[src/rtl/asid_alloc_pkg.sv]
package asid_alloc_pkg;

  typedef enum logic [1:0] {
    ST_SERVE = 2'd0,
    ST_FLUSH = 2'd1,
    ST_SCAN  = 2'd2
  } alloc_state_e;

  // Round-robin successor over 1..top; ID 0 is skipped.
  function automatic int unsigned rr_step(int unsigned id, int unsigned top);
    return (id >= top) ? 1 : id + 1;
  endfunction

endpackage

[src/rtl/asid_live_map.sv]
module asid_live_map #(
  parameter int ASID_W = 8
) (
  input  logic              clk,
  input  logic              rst_n,
  input  logic              set_en,
  input  logic [ASID_W-1:0] set_id,
  input  logic              clr_en,
  input  logic [ASID_W-1:0] clr_id,
  input  logic [ASID_W-1:0] qa_id,
  output logic              qa_live,
  input  logic [ASID_W-1:0] qb_id,
  output logic              qb_live,
  output logic [ASID_W-1:0] live_cnt
);
  localparam int NUM_IDS = 1 << ASID_W;

  logic live_q [NUM_IDS];
  logic [ASID_W-1:0] cnt_q;

  for (genvar g = 0; g < NUM_IDS; g++) begin : g_bit
    always_ff @(posedge clk or negedge rst_n) begin
      if (!rst_n)                                     live_q[g] <= 1'b0;
      else if (set_en && set_id == ASID_W'(g))        live_q[g] <= 1'b1;
      else if (clr_en && clr_id == ASID_W'(g))        live_q[g] <= 1'b0;
    end
  end

  always_ff @(posedge clk or negedge rst_n) begin
    if (!rst_n) cnt_q <= '0;
    else        cnt_q <= cnt_q + ASID_W'(set_en) - ASID_W'(clr_en);
  end

  assign qa_live  = live_q[qa_id];
  assign qb_live  = live_q[qb_id];
  assign live_cnt = cnt_q;
endmodule

[src/rtl/asid_run_scan.sv]
module asid_run_scan
  import asid_alloc_pkg::*;
#(
  parameter int ASID_W = 8
) (
  input  logic              clk,
  input  logic              rst_n,
  input  logic              start,
  input  logic [ASID_W-1:0] start_id,
  output logic [ASID_W-1:0] cur_id,
  input  logic              cur_live,
  output logic              busy,
  output logic              done,
  output logic [ASID_W-1:0] best_id,
  output logic [ASID_W-1:0] best_len
);
  localparam int unsigned TOP_ID = (1 << ASID_W) - 1;

  logic              busy_q, done_q;
  logic [ASID_W-1:0] pos_q, cur_q, run_id_q, run_len_q, best_id_q, best_len_q;
  logic [ASID_W-1:0] run_len_nx, run_id_nx;

  always_comb begin
    run_len_nx = cur_live ? '0 : run_len_q + ASID_W'(1);
    run_id_nx  = (run_len_q == '0) ? cur_q : run_id_q;
  end

  always_ff @(posedge clk or negedge rst_n) begin
    if (!rst_n) begin
      busy_q     <= 1'b0;
      done_q     <= 1'b0;
      pos_q      <= '0;
      cur_q      <= ASID_W'(1);
      run_id_q   <= ASID_W'(1);
      run_len_q  <= '0;
      best_id_q  <= ASID_W'(1);
      best_len_q <= '0;
    end else if (start) begin
      busy_q     <= 1'b1;
      done_q     <= 1'b0;
      pos_q      <= ASID_W'(TOP_ID);
      cur_q      <= start_id;
      run_id_q   <= start_id;
      run_len_q  <= '0;
      best_id_q  <= start_id;
      best_len_q <= '0;
    end else if (busy_q) begin
      run_len_q <= run_len_nx;
      run_id_q  <= run_id_nx;
      if (!cur_live && run_len_nx > best_len_q) begin
        best_id_q  <= run_id_nx;
        best_len_q <= run_len_nx;
      end
      cur_q <= ASID_W'(rr_step(32'(cur_q), TOP_ID));
      pos_q <= pos_q - ASID_W'(1);
      if (pos_q == ASID_W'(1)) begin
        busy_q <= 1'b0;
        done_q <= 1'b1;
      end
    end else begin
      done_q <= 1'b0;
    end
  end

  assign cur_id   = cur_q;
  assign busy     = busy_q;
  assign done     = done_q;
  assign best_id  = best_id_q;
  assign best_len = best_len_q;
endmodule

[src/rtl/asid_region_fmt.sv]
module asid_region_fmt #(
  parameter int RID_W = 18,
  parameter int VRN_W = 3
) (
  input  logic [RID_W-VRN_W-1:0] id,
  input  logic [VRN_W-1:0]       vrn,
  output logic [RID_W-1:0]       value
);
  assign value = {id, vrn};
endmodule

[src/rtl/asid_rr_alloc.sv]
module asid_rr_alloc
  import asid_alloc_pkg::*;
#(
  parameter int RID_W  = 18,
  parameter int ASID_W = 8,
  parameter int VRN_W  = 3
) (
  input  logic                   clk,
  input  logic                   rst_n,
  input  logic                   alloc_req,
  output logic                   alloc_ready,
  output logic                   alloc_vld,
  output logic [ASID_W-1:0]      alloc_id,
  output logic                   alloc_err,
  input  logic                   free_req,
  input  logic [ASID_W-1:0]      free_id,
  output logic                   free_bad,
  output logic                   flush_req,
  input  logic                   flush_ack,
  input  logic [RID_W-VRN_W-1:0] rv_id,
  input  logic [VRN_W-1:0]       rv_vrn,
  output logic [RID_W-1:0]       rv_value
);
  localparam int unsigned TOP_ID = (1 << ASID_W) - 1;

  alloc_state_e      state_q, state_d;
  logic [ASID_W-1:0] cursor_q, cursor_d, remain_q, remain_d;
  logic              pend_q, pend_d;
  logic              vld_q, err_q, bad_q;
  logic [ASID_W-1:0] id_q;

  // Named internal events, observed by the bound checker.
  logic              grant_fire, err_fire, scan_go, free_ok, live_full, grant_clash;
  logic [ASID_W-1:0] grant_id;

  logic              qa_live, qb_live, scan_busy, scan_done;
  logic [ASID_W-1:0] live_cnt, scan_cur, best_id, best_len, qb_id;

  assign alloc_ready = (state_q == ST_SERVE);
  assign flush_req   = (state_q == ST_FLUSH);
  assign live_full   = (live_cnt == ASID_W'(TOP_ID));
  assign free_ok     = free_req && (free_id != '0) && qa_live;
  assign qb_id       = scan_busy ? scan_cur : grant_id;
  assign grant_clash = grant_fire && qb_live;

  asid_live_map #(.ASID_W(ASID_W)) map_i (
    .clk(clk), .rst_n(rst_n),
    .set_en(grant_fire), .set_id(grant_id),
    .clr_en(free_ok), .clr_id(free_id),
    .qa_id(free_id), .qa_live(qa_live),
    .qb_id(qb_id), .qb_live(qb_live),
    .live_cnt(live_cnt)
  );

  asid_run_scan #(.ASID_W(ASID_W)) scan_i (
    .clk(clk), .rst_n(rst_n),
    .start(scan_go), .start_id(cursor_q),
    .cur_id(scan_cur), .cur_live(qb_live),
    .busy(scan_busy), .done(scan_done),
    .best_id(best_id), .best_len(best_len)
  );

  asid_region_fmt #(.RID_W(RID_W), .VRN_W(VRN_W)) fmt_i (
    .id(rv_id), .vrn(rv_vrn), .value(rv_value)
  );

  always_comb begin
    state_d    = state_q;
    cursor_d   = cursor_q;
    remain_d   = remain_q;
    pend_d     = pend_q;
    grant_fire = 1'b0;
    grant_id   = cursor_q;
    err_fire   = 1'b0;
    scan_go    = 1'b0;
    case (state_q)
      ST_SERVE: begin
        if (alloc_req) begin
          if (remain_q != '0) begin
            grant_fire = 1'b1;
            cursor_d   = ASID_W'(rr_step(32'(cursor_q), TOP_ID));
            remain_d   = remain_q - ASID_W'(1);
            if (remain_q == ASID_W'(1)) state_d = ST_FLUSH;
          end else if (live_full) begin
            err_fire = 1'b1;
          end else begin
            pend_d  = 1'b1;
            state_d = ST_FLUSH;
          end
        end
      end
      ST_FLUSH: begin
        if (flush_ack) begin
          state_d = ST_SCAN;
          scan_go = 1'b1;
        end
      end
      ST_SCAN: begin
        if (scan_done) begin
          cursor_d = best_id;
          remain_d = best_len;
          state_d  = ST_SERVE;
          if (pend_q) begin
            pend_d = 1'b0;
            if (best_len == '0) begin
              err_fire = 1'b1;
            end else begin
              grant_fire = 1'b1;
              grant_id   = best_id;
              cursor_d   = ASID_W'(rr_step(32'(best_id), TOP_ID));
              remain_d   = best_len - ASID_W'(1);
              if (best_len == ASID_W'(1)) state_d = ST_FLUSH;
            end
          end
        end
      end
      default: state_d = ST_SERVE;
    endcase
  end

  always_ff @(posedge clk or negedge rst_n) begin
    if (!rst_n) begin
      state_q  <= ST_SERVE;
      cursor_q <= ASID_W'(1);
      remain_q <= ASID_W'(TOP_ID);
      pend_q   <= 1'b0;
      vld_q    <= 1'b0;
      err_q    <= 1'b0;
      id_q     <= '0;
      bad_q    <= 1'b0;
    end else begin
      state_q  <= state_d;
      cursor_q <= cursor_d;
      remain_q <= remain_d;
      pend_q   <= pend_d;
      vld_q    <= grant_fire || err_fire;
      err_q    <= err_fire;
      id_q     <= grant_fire ? grant_id : '0;
      bad_q    <= free_req && !free_ok;
    end
  end

  assign alloc_vld = vld_q;
  assign alloc_err = err_q;
  assign alloc_id  = id_q;
  assign free_bad  = bad_q;
endmodule

[config.mk]
export PLATFORM = sky130hd
export DESIGN_NAME = asid_rr_alloc
export DESIGN_NICKNAME = d
export VERILOG_FILES = /design/src/rtl/asid_alloc_pkg.sv /design/src/rtl/asid_live_map.sv /design/src/rtl/asid_run_scan.sv /design/src/rtl/asid_region_fmt.sv /design/src/rtl/asid_rr_alloc.sv
export SDC_FILE = /design/constraint.sdc
export NUM_CORES = 1
export LEC_CHECK = 0
export ABC_AREA = 1
export BUFFER_PORTS_ARGS = -buffer_cell sky130_fd_sc_hd__buf_2
export CAP_MARGIN = 5
export CELL_PAD_IN_SITES_DETAIL_PLACEMENT = 1
export CELL_PAD_IN_SITES_GLOBAL_PLACEMENT = 1
export CORE_MARGIN = 2
export CORE_UTILIZATION = 46
export DETAILED_ROUTE_END_ITERATION = 12
export PLACE_DENSITY_LB_ADDON = 0.1
export SYNTH_ARGS = -nofsm -noshare
export SYNTH_HDL_FRONTEND = slang
export SYNTH_SLANG_ARGS = --single-unit
[constraint.sdc]
create_clock -name clk -period 4.4 [get_ports clk]
set_input_delay 0.66 -clock clk [delete_from_list [all_inputs] [get_ports clk]]
set_output_delay 0.66 -clock clk [all_outputs]
set_load 0.1 [all_outputs]
=== After elaboration in Yosys (flattened, before gate mapping) ===
Index checks and enable logic that the tools add are counted.
W data, S select, Z words.

* Register bits after elaboration: 344
* Output and inout port bits: 31
* Logic and storage cells: 2195

* Add/subtract/negate cells: 9
* Order comparisons: 6
* Eq/ne operators: 525
* Mux-type cells: 591
* Bitwise gates (word level): 2
* Reductions and logical operators: 789

{| class="wikitable"
|+ Operator list
! cell !! count
|-
| $eq A8 B8 Y1 const B || 257
|-
| $eq A8 B7 Y1 const B || 128
|-
| $mux W1 || 542
|-
| $reduce_bool A2 Y1 || 259
|-
| $logic_and A1 B1 Y1 || 516
|-
| $eq A8 B6 Y1 const B || 64
|-
| $mux W8 || 35
|-
| $eq A8 B5 Y1 const B || 32
|-
| $eq A8 B4 Y1 const B || 16
|-
| $eq A8 B3 Y1 const B || 8
|-
| $eq A8 B1 Y1 const B || 5
|-
| $add A8 B1 Y8 const B || 4
|-
| $eq A8 B2 Y1 const B || 4
|-
| $logic_not A8 Y1 || 4
|-
| $pmux W8 S2 || 2
|-
| $ge A8 B8 Y1 const B || 3
|-
| $sub A8 B1 Y8 const B || 3
|-
| $ge A9 B9 Y1 const B || 2
|-
| $not A8 Y9 || 2
|-
| $bmux W1 S8 || 2
|-
| $reduce_bool A8 Y1 || 2
|-
| $mux W2 || 6
|-
| $reduce_and A5 Y1 || 2
|-
| $add A8 B1 Y8 || 1
|-
| 15 further kinds || 23
|}

=== Longest topological paths before layout ===
* Word-level depth: 16
* Mapped depth: 33
* Gate-level depth less buffers: 31

=== Modules after synthesis ===
Synthesis repeated with hierarchy kept, for this count alone.

* Cells, all modules: 3022
* Area total of the unflattened synthesis: 21101.5 um^2

{| class="wikitable"
|+ Modules (own cells, without submodules)
! module !! instances !! cells an instance !! area an instance (um^2)
|-
| asid_live_map || 1 || 2240 || 15622.5
|-
| asid_run_scan || 1 || 390 || 2900.3
|-
| asid_rr_alloc || 1 || 374 || 2443.6
|-
| asid_region_fmt || 1 || 18 || 135.1
|}

=== Least setup slack after synthesis ===
No wires, ideal clock.

* Path kind: input port to flip-flop
* Start point: input free_id[0]
* End point: register map_i.cnt_q[6] (netlist: map_i.live_cnt[6])
* Setup time: 125 ps
* Arrival: 3893 ps
* Data required time: 4275 ps
* Slack: 382 ps
* Cell stages on the path: 21
* Path buffers: 3
* Cell sequence: nand2_1 -> clkinv_1 -> clkbuf_1 -> a22oi_1 -> a21oi_1 -> o41ai_1 -> a21oi_1 -> nor2_1 -> a21boi_1 -> buf_2 -> clkbuf_1 -> ha_1 -> inv_1 -> ha_1 -> inv_1 -> fa_1 -> o21ai_0 -> a21oi_1 -> nor2_1 -> nor2_1 -> xor2_1

* Longest elaborated chain between the ends: 6
* Elaborated cells between the ends (all ways): 8
* Classes of those cells: add/sub: 1; mux: 3; bitwise: 1; reduce/logical: 3

{| class="wikitable"
|+ Ends and longest elaborated chain
! what !! RTL line !! RTL
|-
| start: declaration || asid_rr_alloc.sv:16 || <nowiki>input logic [ASID_W-1:0] free_id,</nowiki>
|-
| $not A8 Y9 (not written as such) || asid_live_map.sv:34 || <nowiki>assign qa_live = live_q[qa_id];</nowiki>
|-
| $bmux W1 S8 || asid_live_map.sv:34 ||
|-
| $mux W1 (not written as such) (2 in series) || asid_live_map.sv:34 ||
|-
| $logic_and A1 B1 Y1 (*) || asid_rr_alloc.sv:42 || <nowiki>assign free_ok = free_req && (free_id != '0) && qa_live;</nowiki>
|-
| $sub A8 B1 Y8 (*) || asid_live_map.sv:31 || <nowiki>else cnt_q <= cnt_q + ASID_W'(set_en) - ASID_W'(clr_en);</nowiki>
|-
| end signal: assignment || asid_live_map.sv:31 ||
|-
| end: declaration || asid_live_map.sv:19 || <nowiki>logic [ASID_W-1:0] cnt_q;</nowiki>
|}

Mark *: on every way between the ends. The rest lies on a longest branch, timed or not. The select of a mux whose other input is x is not followed.
A chain may end at the register's enable or synchronous reset.

=== Final worst setup path ===
* Start point: register scan_i.best_len_q[1] (netlist: scan_i.best_len[1])
* End point: register scan_i.best_len_q[7] (netlist: scan_i.best_len[7])

* Longest elaborated chain between the ends: 15
* Elaborated cells between the ends (all ways): 19
* Classes of those cells: order compare: 1; mux: 12; bitwise: 1; reduce/logical: 5

{| class="wikitable"
|+ Ends and longest elaborated chain
! what !! RTL line !! RTL
|-
| start: declaration || asid_run_scan.sv:20 || <nowiki>logic [ASID_W-1:0] pos_q, cur_q, run_id_q, run_len_q, best_id_q, best_len_q;</nowiki>
|-
| start signal: assignment || asid_run_scan.sv:52 || <nowiki>best_len_q <= run_len_nx;</nowiki>
|-
| $logic_not A8 Y1 || asid_rr_alloc.sv:105 || <nowiki>if (best_len == '0) begin</nowiki>
|-
| $mux W8 || asid_rr_alloc.sv:105 ||
|-
| $mux W8 || asid_rr_alloc.sv:103 || <nowiki>if (pend_q) begin</nowiki>
|-
| $mux W8 || asid_rr_alloc.sv:99 || <nowiki>if (scan_done) begin</nowiki>
|-
| $mux W8 || asid_rr_alloc.sv:76 || <nowiki>case (state_q)</nowiki>
|-
| $mux W8 || asid_rr_alloc.sv:43 || <nowiki>assign qb_id = scan_busy ? scan_cur : grant_id;</nowiki>
|-
| $not A8 Y9 (not written as such) || asid_live_map.sv:35 || <nowiki>assign qb_live = live_q[qb_id];</nowiki>
|-
| $bmux W1 S8 || asid_live_map.sv:35 ||
|-
| $mux W1 (not written as such) (2 in series) || asid_live_map.sv:35 ||
|-
| $mux W8 || asid_run_scan.sv:24 || <nowiki>run_len_nx = cur_live ? '0 : run_len_q + ASID_W'(1);</nowiki>
|-
| $gt A8 B8 Y1 || asid_run_scan.sv:50 || <nowiki>if (!cur_live && run_len_nx > best_len_q) begin</nowiki>
|-
| $logic_and A1 B1 Y1 || asid_run_scan.sv:50 ||
|-
| $reduce_bool A2 Y1 (no line) || n/a ||
|-
| $reduce_and A2 Y1 (no line) || n/a ||
|}

Several ways; a longest one is shown, not always the timed one. The select of a mux whose other input is x is not followed.

==> impl_metrics.toml <==
[floorplan]
ios = 62
rows = 81
coreArea_mm2 = 0.0490
dieArea_mm2 = 0.0514
fp.dieW_um = 227
start_util = 0.466
die_y_um = 227

[synth]
yosysMostFrequentCell = "nand2_1"
synth_nets = 3633
ys_ff_latch = 344
yosysUniqueCellTypes = 51
synth_largest_area_cell = "dfrtp_1"
yosys-top-cells-count = "1525 x nand2_1, 372 x nor2_1, 332 x dfrtp_1, 332 x inv_1, 315 x nand3_1"
yosys_warnings = 0
synth.cell_area_mm2 = 0.0228
synthTopCellsByArea = "dfrtp_1 36%, nand2_1 25%, nand3_1 6.9%"
synthArstFlopShare = 1.00
synth.top_cell.area_share = 0.364
ys_seq_area_frac = 0.378
ys.flop_type = "dfrtp_1"
avgSynthCellArea_um2 = 6.39
synth_edf_count = 0
synthCells = 3571

[power_and_ir_drop]
ir_drop_mv = 0.325
p_leak_nw = 12.8
p_per_area_mw_per_mm2 = 285

[route]
wl_per_cell_um = 24.5
postRouteAntennaNets = 0
first_pass_iters = 6
drtIter0Drc = 2889
vias = 26000
viasPerCell = 6.00
wl_um = 106000
drc = 0

[worst_setup_path]
critPathSlowestCell = "dfrtp_1"
path_delay_family = "simple AND/OR/NAND/NOR gates"
critPathCaptureType = "flop"
worstPathRequired_ns = 4.88
crit_arrival_ns = 4.95
crit_buf_inv = 7
startpoint_type = "flop"
path_class = "reg2reg"
crit_fanout = 8
slowest_delay_ns = 0.40
crit_path_frequent_cell = "nand3_2"

[sta]
period_needed_ns = 4.47
worstMarginPinSlew_ns = 1.38
hold_viol = 0
whs_ns = 0.116
period_share = 1.02
slew_headroom = 0.0803
setup_viol = 16
fin_ws_ns = -0.0694
final_max_slew_viol_count = 0
fmax_mhz = 224
timing.setup.tns_ns = -0.857
skew_ns = 0.0163

[run_status]
outcome = "finished, violations left"
violations = "setup timing"

[clock_tree]
path_clk_slew_ns = 0.06
clk_latency_ns = 0.60
cts_buffer_depth = 3
postCtsHoldBufs = 0
cts_buffers = 44
htreeDepth = 2
cts_tree = "yes"
numClockSinks = 344
clockRootBuffer = "clkbuf_16"

[placed_design]
gp_congestion = 0.994
portBuffers = 25
place_inst = 4218
dp_hpwl_um = 67800

[layout]
final_nets = 3698
area_delta_synth_final_pct = 18.2
fin_cells = 4334
drive_above_1_share = 0.119

[run]
drv_cap = 0

[global_routing]
overflow = 0
grt_usage = 0.402
grt_pass1_wl_um = 155000
grt_pass1_vias = 26200
grt_start_max_net_pins = 214
antenna_found_initial = 1

[hold_path]
hold_path.class = "in2async"
==> what timing repair did <==
item / in CTS / in global routing
resized for setup: 16 / 99
endpoints found under the setup margin: 16 / 16
setup buffers: 2 / 17
gates cloned: 0 / 17
endpoints found under the hold margin: 0 / 0
pin swaps: 3 / 42
==> flip-flops by register name, indices dropped and copies added, names as in the netlist, 2 cells and up <==
register,cells
scan_i.run_id_q,8
map_i.live_cnt,8
alloc_id,8
scan_i.best_id,8
scan_i.pos_q,8
map_i.live_q,256
scan_i.best_len,8
cursor_q,8
scan_i.cur_id,8
state_q,2
scan_i.run_len_q,8
remain_q,8
==> worst register-to-register path: cells and delay by family, from the launching register on <==
family / cells / cell delay, ns
and+or+nand+nor: 20 / 2.50
adders and majority gates: 2 / 0.33
AOI/OAI and AO/OA: 3 / 0.33
buffers and inverters: 7 / 0.81
DFF: 1 / 0.40
==> where the power goes <==
group	internal (W)	leakage [nW]	switching, W
clock	0.00229	0.734	0.00153
combinational	0.000206	7.45	0.000420
sequential	0.00321	4.63	0.0000252
==> final cells by class <==
cell class	instances	area (um2)
repair buffers	220	2240
well taps	664	831
clock inverters	11	161
fillers	6481	22000
clock buffers	68	1320
diodes	1	2.50
inverters	351	1330
multi-input cells	2675	12500
flip-flops and latches	344	8620
==> cells in the final DEF (no fill, tap or decap), drive strengths merged, types with 2 or more instances in the layout <==
master  instances
nand2        1536
a21boi          3
or2             5
o221ai         16
clkbuf         79
nor3           34
nand4          22
a22oi          57
nand3b          3
nor2          382
bufinv          4
xor2           14
dfrtp         332
a221oi          2
buf           209
nand3         322
clkinv         15
inv           343
dfstp          12
o211ai         14
nor4            3
o22ai          39
ha             30
a41oi           3
a21oi          35
xnor2           4
a31oi          10
o21ai         132
==> stage by stage <==
step	setup WS (ns)	instance area, um2	power [W]	util
2_1_floorplan	0.382	22800	0.00367	-
3_3_place_gp	-0.151	24400	0.00389	0.499
3_5_place_dp	-0.310	24400	0.00391	0.499
4_1_cts	0.0192	26000	0.00770	0.531
5_1_grt	-0.191	27000	0.00789	0.551
6_report	-0.0694	27000	0.00768	0.551
==> worst paths after layout <==
| path | start | endpoint | slack (ns) | depth (start not counted) |
|---|---|---|---|---|
| min in group clk | free_req | free_bad | 0.35 | 3 |
| min | rst_n | map_i.live_q[169] | 0.12 | 1 |
| min reg2reg | map_i.live_q[136] | map_i.live_q[136] | 0.47 | 2 |
| max reg2reg | scan_i.best_len[1] | scan_i.best_len[7] | -0.07 | 32 |
| max in group asynchronous | rst_n | remain_q[7] | 3.15 | 2 |
| max | scan_i.best_len[1] | scan_i.best_len[7] | -0.07 | 32 |
==> layer usage <==
layer / vias up / global-route usage / routed length [um]
met2: 1388 / 0.635 / 47500
li1: 11300 / - / -
met4: 0 / 0.237 / 7070
met1: 12800 / 0.512 / 41600
met5: - / 0 / 0
met3: 447 / 0.0788 / 10200
==> cell families after synthesis <==
group                      count (synthesis)  share of synthesized area
and+or+nand+nor                         2306                      0.410
buffers and inverters                    555                      0.102
DFF                                      344                      0.378
AOI/OAI and AO/OA                        317                     0.0855
adders and majority gates                 31                     0.0173
xor gates and xnor gates                  18                    0.00690
No activity file was read; power rests on OpenSTA's default activity.
